$ cat src/rtl/dma_xlate.sv
`timescale 1ns/1ps
module dma_xlate #(
  parameter int LEN_W  = 16,
  parameter int SLOT_W = 2,
  localparam int NSLOT = 1 << SLOT_W
) (
  input  logic              clk,
  input  logic              rst_n,
  input  logic              req_valid,
  output logic              req_ready,
  input  logic [31:0]       req_addr,
  input  logic [LEN_W-1:0]  req_len,
  input  logic              req_write,
  input  logic [SLOT_W-1:0] req_slot,
  input  logic [31:0]       cfg_base,
  input  logic [31:0]       cfg_win_start,
  input  logic [NSLOT-1:0]  cfg_bypass,
  input  logic [NSLOT-1:0]  cfg_bypass_a30,
  output logic              mem_req_valid,
  input  logic              mem_req_ready,
  output logic [31:0]       mem_req_addr,
  input  logic              mem_rsp_valid,
  input  logic [31:0]       mem_rsp_data,
  output logic              xfer_valid,
  output logic [31:0]       xfer_addr,
  output logic [12:0]       xfer_len,
  output logic              xfer_write,
  output logic              xfer_cache,
  output logic              fault_valid,
  output logic [31:0]       fault_addr,
  output logic              fault_cause,
  output logic              done
);
  typedef enum logic [1:0] {S_IDLE, S_NEXT, S_FETCH, S_WAIT} st_t;

  st_t               st;
  logic [31:0]       cur;
  logic [LEN_W-1:0]  rem;
  logic              wr;
  logic [SLOT_W-1:0] slot;

  logic [12:0] pg_left;
  logic [12:0] chunk;
  logic [31:0] idx;
  logic [31:0] ppa;
  logic        byp;

  assign pg_left = 13'h1000 - {1'b0, cur[11:0]};
  assign chunk   = (rem < LEN_W'(pg_left)) ? 13'(rem) : pg_left;
  assign idx     = (cur & ~cfg_win_start) >> 10;
  assign byp     = cfg_bypass[slot];
  assign ppa     = ((mem_rsp_data & 32'h07FF_FF00) << 4) + {20'd0, cur[11:0]};

  assign req_ready     = (st == S_IDLE);
  assign mem_req_valid = (st == S_FETCH);
  assign mem_req_addr  = (cfg_base << 4) + {idx[31:2], 2'b00};

  always_ff @(posedge clk) begin
    if (!rst_n) begin
      st          <= S_IDLE;
      cur         <= '0;
      rem         <= '0;
      wr          <= 1'b0;
      slot        <= '0;
      xfer_valid  <= 1'b0;
      xfer_addr   <= '0;
      xfer_len    <= '0;
      xfer_write  <= 1'b0;
      xfer_cache  <= 1'b0;
      fault_valid <= 1'b0;
      fault_addr  <= '0;
      fault_cause <= 1'b0;
      done        <= 1'b0;
    end else begin
      xfer_valid  <= 1'b0;
      fault_valid <= 1'b0;
      done        <= 1'b0;
      case (st)
        S_IDLE: if (req_valid) begin
          cur  <= req_addr;
          rem  <= req_len;
          wr   <= req_write;
          slot <= req_slot;
          st   <= S_NEXT;
        end
        S_NEXT: begin
          if (rem == '0) begin
            done <= 1'b1;
            st   <= S_IDLE;
          end else if (byp) begin
            xfer_valid <= 1'b1;
            xfer_addr  <= {cur[31], cfg_bypass_a30[slot], cur[29:0]};
            xfer_len   <= chunk;
            xfer_write <= wr;
            xfer_cache <= 1'b0;
            cur        <= cur + 32'(chunk);
            rem        <= rem - LEN_W'(chunk);
          end else begin
            st <= S_FETCH;
          end
        end
        S_FETCH: if (mem_req_ready) st <= S_WAIT;
        S_WAIT: if (mem_rsp_valid) begin
          if (!mem_rsp_data[1] || (wr && !mem_rsp_data[2])) begin
            fault_valid <= 1'b1;
            fault_addr  <= cur;
            fault_cause <= mem_rsp_data[1];
            st          <= S_IDLE;
          end else begin
            xfer_valid <= 1'b1;
            xfer_addr  <= ppa;
            xfer_len   <= chunk;
            xfer_write <= wr;
            xfer_cache <= mem_rsp_data[7];
            cur        <= cur + 32'(chunk);
            rem        <= rem - LEN_W'(chunk);
            st         <= S_NEXT;
          end
        end
        default: st <= S_IDLE;
      endcase
    end
  end
endmodule

$ cat config.mk
export PLATFORM = sky130hd
export DESIGN_NAME = dma_xlate
export DESIGN_NICKNAME = d
export VERILOG_FILES = /design/src/rtl/dma_xlate.sv
export SDC_FILE = /design/constraint.sdc
export NUM_CORES = 1
export LEC_CHECK = 0
export ABC_CLOCK_PERIOD_IN_PS = 6900
export BUFFER_PORTS_ARGS = -buffer_cell sky130_fd_sc_hd__buf_2
export CELL_PAD_IN_SITES_DETAIL_PLACEMENT = 1
export CELL_PAD_IN_SITES_GLOBAL_PLACEMENT = 2
export CORE_MARGIN = 1
export CORE_UTILIZATION = 30
export DETAILED_ROUTE_END_ITERATION = 10
export PLACE_DENSITY = 0.92
export SKIP_CTS_REPAIR_TIMING = 1
export SYNTH_ARGS = -nofsm -noshare
export SYNTH_HDL_FRONTEND = slang
export SYNTH_SLANG_ARGS = --single-unit
$ cat constraint.sdc
create_clock -name clk -period 6.9 [get_ports clk]
set_clock_uncertainty 0.1 [all_clocks]
set_input_delay 0.69 -clock clk [delete_from_list [all_inputs] [get_ports clk]]
set_output_delay 0.69 -clock clk [all_outputs]
set_load 0.05 [all_outputs]
Word level (Yosys, flattened, before mapping)
Index checks and enable logic that the tools add are counted.
Widths: inputs -> output; s select.
{"block": "op_classes", "mux": 51, "n_reduce_logical": 15, "add_sub_neg": 5, "bitwise_logic": 2, "order_cmp": 2, "n_eq_ne": 10}
{"cell": "$mux 32", "n": 9}
{"cell": "$pmux 32 s3", "n": 1}
{"cell": "$mux 16", "n": 5}
{"cell": "$mux 13", "n": 5}
{"cell": "$pmux 32 s2", "n": 1}
{"cell": "$pmux 16 s3", "n": 1}
{"cell": "$add 31x12->32", "n": 1}
{"cell": "$add 32x13->32", "n": 1}
{"cell": "$add 32x22->32", "n": 1}
{"cell": "$and 32x32->32", "n": 1}
{"cell": "$not 32->32", "n": 1}
{"cell": "$pmux 13 s2", "n": 1}
{"cell": "$mux 1", "n": 17}
{"cell": "$logic_not 16->1", "n": 1}
{"cell": "$lt 16x13->1", "n": 1}
{"cell": "$sub 16x13->16", "n": 1}
{"cell": "$sub 13x12->13 const A", "n": 1}
{"cell": "$mux 2", "n": 5}
{"cell": "$ne 2x2->1 const B", "n": 5}
{"cell": "$pmux 2 s4", "n": 1}
{"cell": "$pmux 1 s2", "n": 3}
{"cell": "$reduce_and 3->1", "n": 2}
{"cell": "$reduce_and 6->1", "n": 1}
{"cell": "$reduce_and 5->1", "n": 1}
{"cell": "other kinds (14)", "n": 18}
{"block": "word_totals", "output_inout_bits": 117, "regBits": 136, "in_bits": 160}

Longest topological paths before layout
{"block": "logic_depth", "depth_word": 7, "mapped_depth": 25, "mapped_depth_nobuf": 23}

Least setup slack after synthesis
Ideal clock, no wire load.
{"block": "synth_path", "path_type": "reg-to-reg", "startpoint": "register cur[2]", "endpoint": "register cur[25]", "setup_ns": 0.122, "stages_incl_launch_ff": 24, "path_slack_ns": 1.719, "n_path_buf": 2, "arrival_ns": 4.959, "path_cell_list": "dfxtp_1 buf_2 nor4_4 nand2_1 nor3_1 xnor2_1 inv_1 ha_1 nor3b_1 nand4_1 o211ai_1 a221oi_2 o2111ai_2 buf_6 mux2i_1 inv_1 ha_1 a211oi_2 o211ai_1 and2_1 a221oi_4 nor3_1 a22o_1 a311o_1"}
{"block": "synth_between", "elab_chain_len": 7}
{"element": "from (decl)", "line": "37", "rtl": "logic [31:0] cur;"}
{"element": "from (signal assigned)", "line": "80", "rtl": "cur <= req_addr;"}
{"element": "from (signal assigned)", "line": "96", "rtl": "cur <= cur + 32'(chunk);"}
{"element": "from (signal assigned)", "line": "115", "rtl": "cur <= cur + 32'(chunk);"}
{"element": "$sub 13x12->13 *", "line": "48", "rtl": "assign pg_left = 13'h1000 - {1'b0, cur[11:0]};"}
{"element": "$lt 16x13->1 *", "line": "49", "rtl": "assign chunk = (rem < LEN_W'(pg_left)) ? 13'(rem) : pg_left;"}
{"element": "$mux 13 *", "line": "49"}
{"element": "named net chunk[1]", "line": "43", "rtl": "logic [12:0] chunk;"}
{"element": "$add 32x13->32 *", "line": "96, 115"}
{"element": "$mux 32 (on tied branches)", "line": "104, 90"}
{"element": "$mux 32 (on tied branches)", "line": "103, 87"}
{"element": "$pmux 32 s3 *", "line": "78", "rtl": "case (st)"}
The timed path passes the listed nets; every way through them passes the cells marked *. The select of a mux whose other input is x is not followed.
A chain may end at the register's enable or synchronous reset.

Worst setup path in the final report
{"block": "layout_path", "startpoint": "register cur[1]", "endpoint": "register cur[25]"}
{"block": "layout_between", "elab_chain_len": 7}
{"element": "$sub 13x12->13 *", "line": "48"}
{"element": "$lt 16x13->1", "line": "49"}
{"element": "$mux 13 *", "line": "49"}
{"element": "named net chunk[6]", "line": "43"}
{"element": "$add 32x13->32 *", "line": "96, 115"}
{"element": "$mux 32 (on tied branches)", "line": "104, 90"}
{"element": "$mux 32 (on tied branches)", "line": "103, 87"}
{"element": "$pmux 32 s3 *", "line": "78"}
Marks and branches as above.

==> metrics.md <==
| Metric | Value |
|---|---|
| Synth async-reset ratio | `0` |
| Routability cong. | `0.887` |
| Reg-to-reg critical path startpoint | `cur[1]` |
| Final Cycle Share | `0.912` |
| Hpwl dp | `approximately 27 mm` |
| RSZ-0062 raised after global routing | `false` |
| Nets | `1597` |
| Setup TNS | `0 ns` |
| Outcome | `finished, final reports clean` |
| Min Tclk post-route | `6.29 ns` |
| Clk Latency, worst-skew pair | `approximately 0.44 ns` |
| Worst reg-to-reg path cell count | `21` |
| Hold-critical path depth | `2` |
| Yosys warns | `0` |
| Final wirelength | `36.0 mm` |
| Final Hold Fails | `0` |
| Routed vias | `9673` |
| Leakage power | `between 5 and 6 nW` |
| Syn avg cell area | `7.91 um2` |
| Worst hold-check slack | `0.350 ns` |
| Clock transition at path regs | `0.06 ns` |
| Root buffer cell | `clkbuf_16` |
| #FFs+latches synth | `136` |
| Most common cell after layout, fill and taps aside | `buf_2` |
| Post-Synthesis Cells | `1173` |
| Total power | `between 5 and 6 mW` |
| Die Footprint | `0.0316 mm2` |
| WS Path Type | `reg2reg` |
| CP most frequent cell | `ha_1` |
| Post-layout util | `0.378` |
| Largest net degree at the start of global routing | `89` |
| Die height | `around 180 um` |
| Initial Utilization | `0.304` |
| Multi-input gate area | `between 0.006 and 0.007 mm2` |
| CP Capture Type | `flop` |
| Initial antenna violation count | `2` |
| Total CTS buffers | `17` |
| # DRC | `0` |
| Relative slew slack | `0.263` |
| Met2 usage | `0.405` |
| Slowest-stage cell, CP | `a221oi_4` |
| Worst Hold Path EP | `fault_addr[22]` |
| CP arrival | `6.51 ns` |
| Core outline area | `0.0305 mm2` |
| Worst R2R End | `cur[25]` |
| Worst-margin pin slew | `1.11 ns` |
| Area grow syn2layout | `24.3%` |
| Primary FF master, synth | `dfxtp_1` |
| Gr busiest metal | `met2` |
| Slew Limit Fails | `0` |
| Yosys cell types | `84` |
| Final setup fails | `0` |
| Sequential area share after synthesis | `0.294` |
| FMAX | `159 MHz` |
| R2R setup slack | `0.61 ns` |
| Iteration-0 DRC Markers | `roughly 440` |
| M3 GR Usage | `0.0452` |
| Max incr delay on CP | `around 0.54 ns` |
| CP Max Fanout | `10` |
| TritonCTS clock tree | `done` |
| FF/Latch Area | `0.00272 mm2` |
| CTS H-tree depth | `4` |
| PwrDens | `434 mW/mm2` |
| Clock tree sinks | `roughly 140` |
| WL per Instance | `about 20 um` |
| Fillers | `3769` |
| Initial DRT Pass Iterations | `4` |
| Max Cap Violations | `0` |
| All-Layer GR Usage | `0.225` |
| Worst EP required | `7.12 ns` |
| Crit path cell chain | `inv_1 > ha_1 > nor3b_4 > xor2_1 > ha_1 > a21o_1 > a2111oi_0 > o21ai_0 > nand4_1 > o2111ai_2 > buf_4 > mux2i_1 > inv_1 > ha_1 > nor3_1 > o211ai_1 > and2_1 > a221oi_4 > nor3_1 > a22o_1 > a311o_1` |
| Via-per-instance ratio | `5.41` |
| Max clock buf depth | `2` |
| Die span in x | `178 um` |
| Worst vdd ir | `between 0.2 and 0.3 mV` |
| Synth area leader | `dfxtp_1` |
| Hold Crit Start | `fault_addr[22]` |
| Worst min path class | `reg2reg` |
| First-pass GRT wire length | `54.0 mm` |
| Row count | `64` |
| EDFF count, synth | `0` |
| GR Util met1 | `0.265` |
| Vias in the first global route | `9564` |
| Commonest non-fill, non-tap cells in the layout | `248 x buf_2, 153 x nand2_1, 135 x dfxtp_1` |
| Worst Setup Start Kind | `flop` |
| PortBufs | `roughly 250` |
| Grt total ovfl | `0` |
| Synth top area share | `0.294` |
| Synth top area cells | `dfxtp_1 29%, ha_1 7.4%, nand2_1 6.2%` |
| Routed Antenna Nets | `0` |
| IO Pins | `277` |
| Layout cells sized above 1 | `0.233` |
| Post-Syn Area | `0.00927 mm2` |
power by group:
group	internal, mW	total [mW]	leakage (nW)	switching (mW)
Combinational	1.03	2.76	3.59	1.73
Sequential	0.908	1.10	1.11	0.190
Clock	0.761	1.15	0.344	0.384
routing by layer:
metal / share of wire / vias to the layer above / wire (um)
met3: 0.055 / 43 / 1970
met5: 0.00036 / - / 13
met1: 0.42 / 4669 / 15300
met4: 0.020 / 2 / 734
li1: - / 4689 / -
met2: 0.50 / 270 / 18100
state kept, by name (all words and copies together), names as in the netlist, named ones only:
| register | count |
|---|---|
| xfer_write | 1 |
| xfer_cache | 1 |
| fault_addr | 32 |
| xfer_addr | 32 |
| slot | 2 |
| fault_cause | 1 |
| xfer_len | 13 |
| wr | 1 |
| done | 1 |
| xfer_valid | 1 |
| st | 1 |
| rem | 16 |
| cur | 32 |
| fault_valid | 1 |
Yosys cell counts (4+ instances only):
master,count
clkbuf_1,51
mux2i_1,43
a21oi_1,111
dfxtp_1,136
o31ai_1,4
and2_1,9
nand2b_1,9
xnor2_1,19
a22oi_1,9
a21o_1,17
nor2_1,84
o21a_1,11
nor3b_1,8
nand4b_1,7
o31a_1,4
o22ai_1,5
o311ai_0,4
a211oi_1,42
buf_2,17
a22o_1,5
xor2_1,17
buf_1,5
nor3_1,26
ha_1,55
nand3_1,28
nand4_1,19
and3_1,10
or4_1,4
nand3b_1,4
mux2_2,7
nor4_1,8
nand2_1,153
o21ai_0,41
o211ai_1,15
a31oi_1,11
o221ai_1,10
inv_1,55
o2bb2ai_1,13
o211a_1,7
nor2b_1,23
worst max-delay path by stage:
stage,start,endpoint,cells after the start
2_1_floorplan,cur[2],cur[25],23
3_3_place_gp,cur[0],cur[25],22
3_5_place_dp,cur[0],cur[25],22
4_1_cts,cur[1],cur[25],21
5_1_grt,cur[0],cur[25],22
6_report,cur[1],cur[25],21
critical path: cells and delay by family, from the launching register on:
| kind | cells | cell delay, ns |
|---|---|---|
| flip-flops | 1 | 0.43 |
| multiplexers | 1 | 0.38 |
| AND/OR/NAND/NOR | 5 | 1.14 |
| AO/OA/AOI/OAI | 8 | 2.50 |
| buffers and inverters | 3 | 0.59 |
| XOR/XNOR | 1 | 0.27 |
| adder cells (fa/ha/maj) | 3 | 0.75 |
stage by stage:
stage / area (um2) / setup WS, ns / std cells
global placement: 10800 / 0.857 / 1756
finish: 11500 / 0.606 / 1789
floorplan: 9280 / 1.72 / 1174
detailed placement: 10800 / 0.699 / 1756
global route: 11500 / 0.173 / 1789
CTS: 11500 / 0.529 / 1788
cell families after synthesis:
kind of cell,count (synthesis),synth area share
simple gates,407,0.213
compound gates,346,0.255
buf+inv,135,0.0592
xor+xnor,37,0.0364
flops,136,0.294
other cells,1,0.000404
fa+ha+maj,58,0.0807
mux,53,0.0618
layout make-up:
type                            count  area share
Multi-Input combinational cell    903       0.521
Sequential cell                   136       0.236
Timing Repair Buffer              265       0.119
Tap cell                          396      0.0430
Clock buffer                       20      0.0387
Clock inverter                     12      0.0234
Inverter                           56      0.0183
Antenna cell                        1    0.000217
No activity file was read; power rests on OpenSTA's default activity.
